`src/rtl/pps_pkg.sv`:
```
package pps_pkg;

  localparam int unsigned STAMP_W = 64;

  typedef logic [STAMP_W-1:0] stamp_t;

  // control word, bit0 upward: run, aligned start, interrupt enable
  typedef struct packed {
    logic irq_en;
    logic align;
    logic run;
  } ctrl_t;

  // pin setup, bit0 upward: drive, route to generator, fixed level
  typedef struct packed {
    logic fixed_lvl;
    logic route;
    logic drive;
  } pincfg_t;

  function automatic logic time_reached(stamp_t now, stamp_t tgt);
    return now >= tgt;
  endfunction

  function automatic stamp_t advance(stamp_t tgt, stamp_t step);
    return tgt + step;
  endfunction

endpackage

```
`src/rtl/pps_regs.sv`:
```
module pps_regs
  import pps_pkg::*;
#(
  parameter int unsigned REG_W  = 32,
  parameter int unsigned ADDR_W = 3
) (
  input  logic                              clk,
  input  logic                              rst_n,
  input  logic                              wr,
  input  logic [ADDR_W-1:0]                 addr,
  input  logic [REG_W-1:0]                  wdata,
  output ctrl_t                             ctrl,
  output stamp_t                            period,
  output pincfg_t                           pincfg,
  output logic [STAMP_W/REG_W-1:0]          tgt_wr,
  output logic [REG_W-1:0]                  tgt_data
);

  localparam int unsigned NW     = STAMP_W / REG_W;
  localparam int unsigned A_CTRL = 0;
  localparam int unsigned A_PER  = 1;
  localparam int unsigned A_TGT  = A_PER + NW;
  localparam int unsigned A_PIN  = A_TGT + NW;
  localparam int unsigned CW     = $bits(ctrl_t);
  localparam int unsigned PW     = $bits(pincfg_t);

  logic ctrl_hit, pin_hit;
  assign ctrl_hit = wr && (addr == ADDR_W'(A_CTRL));
  assign pin_hit  = wr && (addr == ADDR_W'(A_PIN));
  assign tgt_data = wdata;

  always_ff @(posedge clk) begin
    if (!rst_n) begin
      ctrl   <= '0;
      pincfg <= '0;
    end else begin
      if (ctrl_hit) ctrl   <= ctrl_t'(wdata[CW-1:0]);
      if (pin_hit)  pincfg <= pincfg_t'(wdata[PW-1:0]);
    end
  end

  genvar w;
  generate
    for (w = 0; w < NW; w++) begin : g_word
      logic [REG_W-1:0] per_word;
      logic             per_hit;
      assign per_hit   = wr && (addr == ADDR_W'(A_PER + w));
      assign tgt_wr[w] = wr && (addr == ADDR_W'(A_TGT + w));
      always_ff @(posedge clk) begin
        if (!rst_n)       per_word <= '0;
        else if (per_hit) per_word <= wdata;
      end
      assign period[w*REG_W +: REG_W] = per_word;
    end
  endgenerate

  // a control write lands in the control word on the next cycle
  p_ctrl_write_r2: assert property (@(posedge clk) disable iff (!rst_n)
    ctrl_hit |=> (ctrl == ctrl_t'($past(wdata[CW-1:0]))))
    else $error("control write not captured");

endmodule

```
`src/rtl/pps_sched.sv`:
```
module pps_sched
  import pps_pkg::*;
#(
  parameter int unsigned REG_W = 32
) (
  input  logic                     clk,
  input  logic                     rst_n,
  input  ctrl_t                    ctrl,
  input  stamp_t                   period,
  input  stamp_t                   sys_time,
  input  logic [STAMP_W/REG_W-1:0] tgt_wr,
  input  logic [REG_W-1:0]         tgt_data,
  output logic                     level,
  output logic                     fire
);

  localparam int unsigned NW = STAMP_W / REG_W;

  stamp_t target;
  logic   run_q;
  logic   start;
  logic   free_load;
  logic   sw_tgt;

  assign start     = ctrl.run & ~run_q;
  assign free_load = start & ~ctrl.align;
  assign sw_tgt    = |tgt_wr;
  assign fire      = ctrl.run & ~free_load & time_reached(sys_time, target);

  always_ff @(posedge clk) begin
    if (!rst_n) run_q <= 1'b0;
    else        run_q <= ctrl.run;
  end

  always_ff @(posedge clk) begin
    if (!rst_n) begin
      target <= '0;
    end else if (sw_tgt) begin
      for (int i = 0; i < NW; i++)
        if (tgt_wr[i]) target[i*REG_W +: REG_W] <= tgt_data;
    end else if (free_load) begin
      target <= advance(sys_time, period);
    end else if (fire) begin
      target <= advance(target, period);
    end
  end

  always_ff @(posedge clk) begin
    if (!rst_n)        level <= 1'b0;
    else if (!ctrl.run) level <= 1'b0;
    else if (fire)     level <= ~level;
  end

  // every crossing flips the level
  p_flip_on_fire_r3: assert property (@(posedge clk) disable iff (!rst_n)
    fire |=> (level != $past(level)))
    else $error("crossing without flip");

  // an unclaimed crossing advances the target by the spacing
  p_advance_r4: assert property (@(posedge clk) disable iff (!rst_n)
    (fire && !sw_tgt) |=> (target == $past(target) + $past(period)))
    else $error("target not advanced by spacing");

  // the free-start cycle never flips
  p_free_start_r6: assert property (@(posedge clk) disable iff (!rst_n)
    free_load |=> (level == $past(level)))
    else $error("flip on free start");

  // a stopped generator is low on the next cycle
  p_off_low_r7: assert property (@(posedge clk) disable iff (!rst_n)
    !ctrl.run |=> !level)
    else $error("level high while stopped");

endmodule

```
`src/rtl/pps_pin.sv`:
```
module pps_pin
  import pps_pkg::*;
(
  input  pincfg_t cfg,
  input  logic    level,
  output logic    pin_out,
  output logic    pin_oe
);

  assign pin_oe  = cfg.drive;
  assign pin_out = cfg.route ? level : cfg.fixed_lvl;

endmodule

```
`src/rtl/pps_pulse_gen.sv`:
```
module pps_pulse_gen #(
  parameter int unsigned REG_W  = 32,
  parameter int unsigned ADDR_W = 3
) (
  input  logic                         clk,
  input  logic                         rst_n,
  input  logic [pps_pkg::STAMP_W-1:0]  sys_time,
  input  logic                         reg_wr,
  input  logic [ADDR_W-1:0]            reg_addr,
  input  logic [REG_W-1:0]             reg_wdata,
  output logic                         pin_out,
  output logic                         pin_oe,
  output logic                         irq
);
  import pps_pkg::*;

  localparam int unsigned NW = STAMP_W / REG_W;

  ctrl_t            ctrl;
  stamp_t           period;
  pincfg_t          pincfg;
  logic [NW-1:0]    tgt_wr;
  logic [REG_W-1:0] tgt_data;
  logic             level;
  logic             fire;

  pps_regs #(.REG_W(REG_W), .ADDR_W(ADDR_W)) u_regs (
    .clk      (clk),
    .rst_n    (rst_n),
    .wr       (reg_wr),
    .addr     (reg_addr),
    .wdata    (reg_wdata),
    .ctrl     (ctrl),
    .period   (period),
    .pincfg   (pincfg),
    .tgt_wr   (tgt_wr),
    .tgt_data (tgt_data)
  );

  pps_sched #(.REG_W(REG_W)) u_sched (
    .clk      (clk),
    .rst_n    (rst_n),
    .ctrl     (ctrl),
    .period   (period),
    .sys_time (sys_time),
    .tgt_wr   (tgt_wr),
    .tgt_data (tgt_data),
    .level    (level),
    .fire     (fire)
  );

  pps_pin u_pin (
    .cfg     (pincfg),
    .level   (level),
    .pin_out (pin_out),
    .pin_oe  (pin_oe)
  );

  always_ff @(posedge clk) begin
    if (!rst_n) irq <= 1'b0;
    else        irq <= fire & ctrl.irq_en;
  end

  // an interrupt cycle always sits right after a level flip
  p_irq_edge_r8: assert property (@(posedge clk) disable iff (!rst_n)
    irq |-> (level != $past(level)))
    else $error("interrupt without flip");

endmodule

```
`config.mk`:
```
export PLATFORM = sky130hd
export DESIGN_NAME = pps_pulse_gen
export DESIGN_NICKNAME = d
export VERILOG_FILES = /design/src/rtl/pps_pkg.sv /design/src/rtl/pps_regs.sv /design/src/rtl/pps_sched.sv /design/src/rtl/pps_pin.sv /design/src/rtl/pps_pulse_gen.sv
export SDC_FILE = /design/constraint.sdc
export NUM_CORES = 1
export LEC_CHECK = 0
export BUFFER_PORTS_ARGS = -buffer_cell sky130_fd_sc_hd__buf_2
export CAP_MARGIN = 10
export CORE_UTILIZATION = 55
export CTS_CLUSTER_DIAMETER = 40
export DETAILED_ROUTE_END_ITERATION = 7
export GPL_ROUTABILITY_DRIVEN = 0
export MAX_ROUTING_LAYER = met4
export PLACE_DENSITY = 0.8
export SYNTH_ARGS = -nofsm -noshare
export SYNTH_HDL_FRONTEND = slang
export SYNTH_SLANG_ARGS = --single-unit
```
`constraint.sdc`:
```
create_clock -name clk -period 5.1 [get_ports clk]
set_input_delay 0 -clock clk [delete_from_list [all_inputs] [get_ports clk]]
set_output_delay 0 -clock clk [all_outputs]
set_load 0.03 [all_outputs]
```
# Word level (Yosys, flattened, before mapping)
# Cells that the tools add are included.
# word_totals
ff_bits,137
latchBits,0
ram_bits,0
romBits,0
out_inout_bits,3
mem_count,0
# op_classes
n_addsub,2
multipliers,0
div,0
order_cmp,1
eq_ne,7
shifts,0
n_mux,6
n_bitwise,9
reduce_logical,12
# ops
cell,count
$mux W64,3
$add A64 B64 Y64,2
$ge A64 B64 Y1,1
$mux W32,2
$eq A3 B2 Y1 const B,2
$eq A3 B3 Y1 const B,2
$logic_and A1 B1 Y1,6
$reduce_and A2 Y1,3
$and A1 B1 Y1,5
$ne A2 B2 Y1 const B,2
$not A1 Y1,4
$eq A3 B1 Y1 const B,1
$logic_not A3 Y1,1
$reduce_bool A3 Y1,1
$reduce_or A2 Y1,1
$mux W1,1

# Logic depth before layout (Yosys ltp)
# depth
depth_word,9
mapped_depth,18
depth_no_buf,15

# Hierarchy
# From an unflattened synthesis, not the netlist that was laid out.
# unflattened
hier_cells,1560
hier_area_um2,11672.4
# by_module_without_submodules
module,n_inst,cells_each,area_each_um2,seq_area_each_um2
pps_sched,1,1256,8710.9,1321.3
pps_regs,1,300,2912.8,1401.3
pps_pulse_gen,1,2,26.3,20.0
pps_pin,1,2,22.5,0.0

# Least setup slack after synthesis
# Ideal clock, no wire load.
# synth_path
path_kind,reg2reg
from,"reg, netlist name u_regs.ctrl[0]"
to,reg u_sched.target[54]
setup_ps,136
t_arrival_ps,3631
required_ps,4964
path_slack_ps,1332
stages_incl_launch_ff,19
period_less_slack_ps,3768
path_cell_list,dfxtp_1 > nor3b_1 > clkbuf_1 > clkbuf_1 > clkbuf_1 > nand2_1 > o21ai_0 > ha_1 > clkbuf_2 > a21oi_1 > o21bai_1 > a2111oi_0 > o21ai_0 > a21oi_1 > o21ai_2 > a21oi_1 > o21ai_1 > xnor2_1 > a31oi_1
# synth_between
elab_chain_len,7
elab_cells_between_ends,9
# synth_lines
element,line,source
$and A1 B1 Y1,pps_sched.sv:25,assign start = ctrl.run & ~run_q;
$and A1 B1 Y1,pps_sched.sv:26,assign free_load = start & ~ctrl.align;
$not A1 Y1,pps_sched.sv:28,"assign fire = ctrl.run & ~free_load & time_reached(sys_time, target);"
$and A1 B1 Y1 (2 in a row),pps_sched.sv:28,
$reduce_bool A3 Y1 (no source line),-,
$reduce_and A2 Y1 (no source line),-,
end signal: indexed assignment,pps_sched.sv:40,if (tgt_wr[i]) target[i*REG_W +: REG_W] <= tgt_data;
end signal: assignment,pps_sched.sv:42,"target <= advance(sys_time, period);"
end signal: assignment,pps_sched.sv:44,"target <= advance(target, period);"
end: declaration,pps_sched.sv:19,stamp_t target;
# Parallel ways exist; a longest one is shown, timed or not.
# A chain may end at the register's enable or synchronous reset.

# Worst setup path after layout
# layout_path
from,"reg, netlist name u_regs.ctrl[0]"
to,reg u_sched.target[56]
# layout_between
elab_chain_len,7
elab_cells_between_ends,9
# layout_lines
element,line
$and A1 B1 Y1,pps_sched.sv:25
$and A1 B1 Y1,pps_sched.sv:26
$not A1 Y1,pps_sched.sv:28
$and A1 B1 Y1 (2 in a row),pps_sched.sv:28
$reduce_bool A3 Y1 (no source line),-
$reduce_and A2 Y1 (no source line),-
# Parallel ways exist; a longest one is shown, timed or not.

==> metrics <==
CTS clock-pin slew for the worst setup and hold paths 60 ps; CTS H-tree lvls 4; Post-synth EDFFs 0; Most used DFF post-synth dfxtp_1; CTS Root Cell clkbuf_16; hold crit path type in -> reg; CP max-delay cell nor3b_1; area of the mapped netlist 11360 um^2; Syn Inst Count 1595; number of global-route vias before repair 11380; PwrDens ~240 nW/um^2; synthesis-to-layout area growth 12.95%; Crit path max-delay family compound AO/OA/AOI/OAI gates; post-synthesis cell type count 67; Pleak just over 5 nW; num rows 52; hold_ws 99.06 ps; Post-Syn Area per Cell 7.121 um^2; fin crit share a little over four fifths; maxcap violations 0; Total GRT Usage a little over a third; Layout fillers 1771; most frequent cell after synthesis nand2_1; RSZ-0062 raised after global routing false; largest net degree at the start of global routing 62; share of cells above drive strength 1 about a tenth; sequential-to-total area share from yosys stat 24.15%; maximum root-to-sink buffer count 2; grt total ovfl 0; Post-synth top cells 324 x nand2_1, 176 x a21oi_1, 146 x o21ai_0; hold_buf cts 32; critical path's most frequent cell a21oi_1; I/O Buffers 104; Syn Nets about 1800; drt total wl 36590 um; critical-path maximum fanout 46; initial antenna violation count 1; reg-to-reg setup timing slack 790 ps; Initial Utilization 56.13%; critical path launch point type register; WS Path Type reg -> reg; via/cell ratio 6.232; WP data arrival 4620 ps; final hold violation count 0; Async SR Flop Fraction 0%; WL/cell 18.77 um; Final Setup Violations 0; CP peak stage delay 510 ps; Yosys top cell area share between 20% and 30%; postcts setup bufs 0; final cell count without fillers 1949; minimum clock period 4306 ps; DR iter-0 viols 1261; global-route wire length before repair 58170 um; Sink Count 137; CTS buffer count 17; Core ar. 20230 um^2; Tightest Pin Transition between 900 and 1000 ps; crit-path cells nor3b_2, buf_4, nor2_1, a21o_1, inv_1, fa_1, nand2b_1, a21oi_1, o21ai_0, a21oi_1, o211ai_1, a21oi_1, nor3b_1, nand2_1, a32oi_1, a21oi_1; Warnings, synthesis 0; Worst slew margin 38.96%; chip height 145.7 um; Final ANT Viol Nets 0; post-CTS sizing 0; via count between 10000 and 15000; clock tree from TritonCTS yes; worst skew pair latency 440 ps; Nets approximately 1900; I/O pins 105; clk_skew 14.21 ps; Fin Setup TNS 0 ps; Synth Register Bits 137; crit end category register; maximum VDD drop between 0.00015 and 0.0002 V; Die Wd ~150 um; Data required, critical path 5410 ps; top post-synthesis cells by area dfxtp_1 24%, ha_1 14%, nand2_1 11%; die area 21230 um^2; area leader, netlist dfxtp_1; hpwl dp between 20000 and 30000 um; CP bufs+invs 2; Final Max Slew Viols 0; drt first pass iters 6; run status finished, final reports clean; Cells after DPL 1887; fmax 232.2 MHz; detailed-route DRC error count 0
[per-stage QoR]
| stage | utilization, % | area (um^2) | setup slack, ps | total power [mW] |
|---|---|---|---|---|
| floorplan | - | 11360 | 1332 | 1.584 |
| global placement | 58.94 | 11930 | 1065 | 1.756 |
| detailed placement | 58.94 | 11930 | 952.7 | 1.774 |
| CTS | 63.39 | 12830 | 919.1 | 3.045 |
| global route | 63.41 | 12830 | 477.1 | 3.180 |
| finish | 63.41 | 12830 | 793.7 | 3.069 |
[layout make-up]
class	instances	area (um^2)	area share [%]
tap	270	337.8	2.633
inverter	87	326.6	2.545
antenna	1	2.502	0.01950
clock inverter	10	127.6	0.9947
clock buffer	19	452.9	3.530
timing repair buffer	151	953.4	7.431
multi-input combinational	1274	7886	61.47
sequential	137	2743	21.38
[worst reg2reg max path, delay by kind of cell (launching register included)]
kind / cells / cell delay [ps]
fa+ha+maj: 1 / 190
simple gates: 5 / 1230
buf+inv: 2 / 510
flops: 1 / 380
compound gates: 8 / 1880
[final timing paths]
| path | start | to | cells after the start |
|---|---|---|---|
| max reg2reg | u_regs.ctrl[0] | u_sched.target[56] | 16 |
| min reg2reg | u_regs.g_word[1].per_word[1] | u_regs.g_word[1].per_word[1] | 2 |
| max | u_regs.ctrl[0] | u_sched.target[56] | 16 |
| min | reg_addr[2] | u_regs.pincfg[1] | 4 |
[power by group]
group / switching [mW] / leakage [nW] / internal (mW)
Clock: 0.494 / 0.290 / 0.780
Combinational: 0.399 / 3.78 / 0.254
Sequential: 0.0268 / 1.11 / 1.12
Total: 0.919 / 5.18 / 2.15
[sequential cells by signal (all words and copies together) (netlist names)]
signal and count:
u_regs.g_word.per_word 64, u_regs.pincfg 3, u_sched.target 64, u_regs.ctrl 3, u_sched.level 1, irq 1
u_sched.run_q 1
[cells in the final DEF, fill, tap and decap left out, drive strengths merged, types with 24 or more instances in the layout]
cell | synthesis | routed
nand2 | 324 | 324
a21oi | 178 | 178
o21ai | 152 | 152
dfxtp | 137 | 137
ha | 127 | 127
buf | 16 | 119
inv | 86 | 87
nor2 | 87 | 87
a21o | 59 | 59
xnor2 | 45 | 45
a31oi | 39 | 39
nand4 | 33 | 33
dlygate4sd3 | 0 | 32
nand3 | 24 | 24
[metal layers]
| metal | vias to the layer above | wire length, um | track usage, % |
|---|---|---|---|
| li1 | 5791 | - | - |
| met1 | 5556 | 15070 | 44.70 |
| met2 | 681 | 16120 | 54.69 |
| met3 | 118 | 3926 | 7.053 |
| met4 | 0 | 1479 | 16.53 |
| met5 | - | 0 | - |
[cell families after synthesis]
logic type	after synthesis	share of synthesized area, %
compound gates	539	29.20
simple gates	537	20.25
buf+inv	184	6.653
mux	15	1.344
fa+ha+maj	128	14.17
flops	137	24.15
xor+xnor	55	4.241
(Power assumes the default switching activity.)
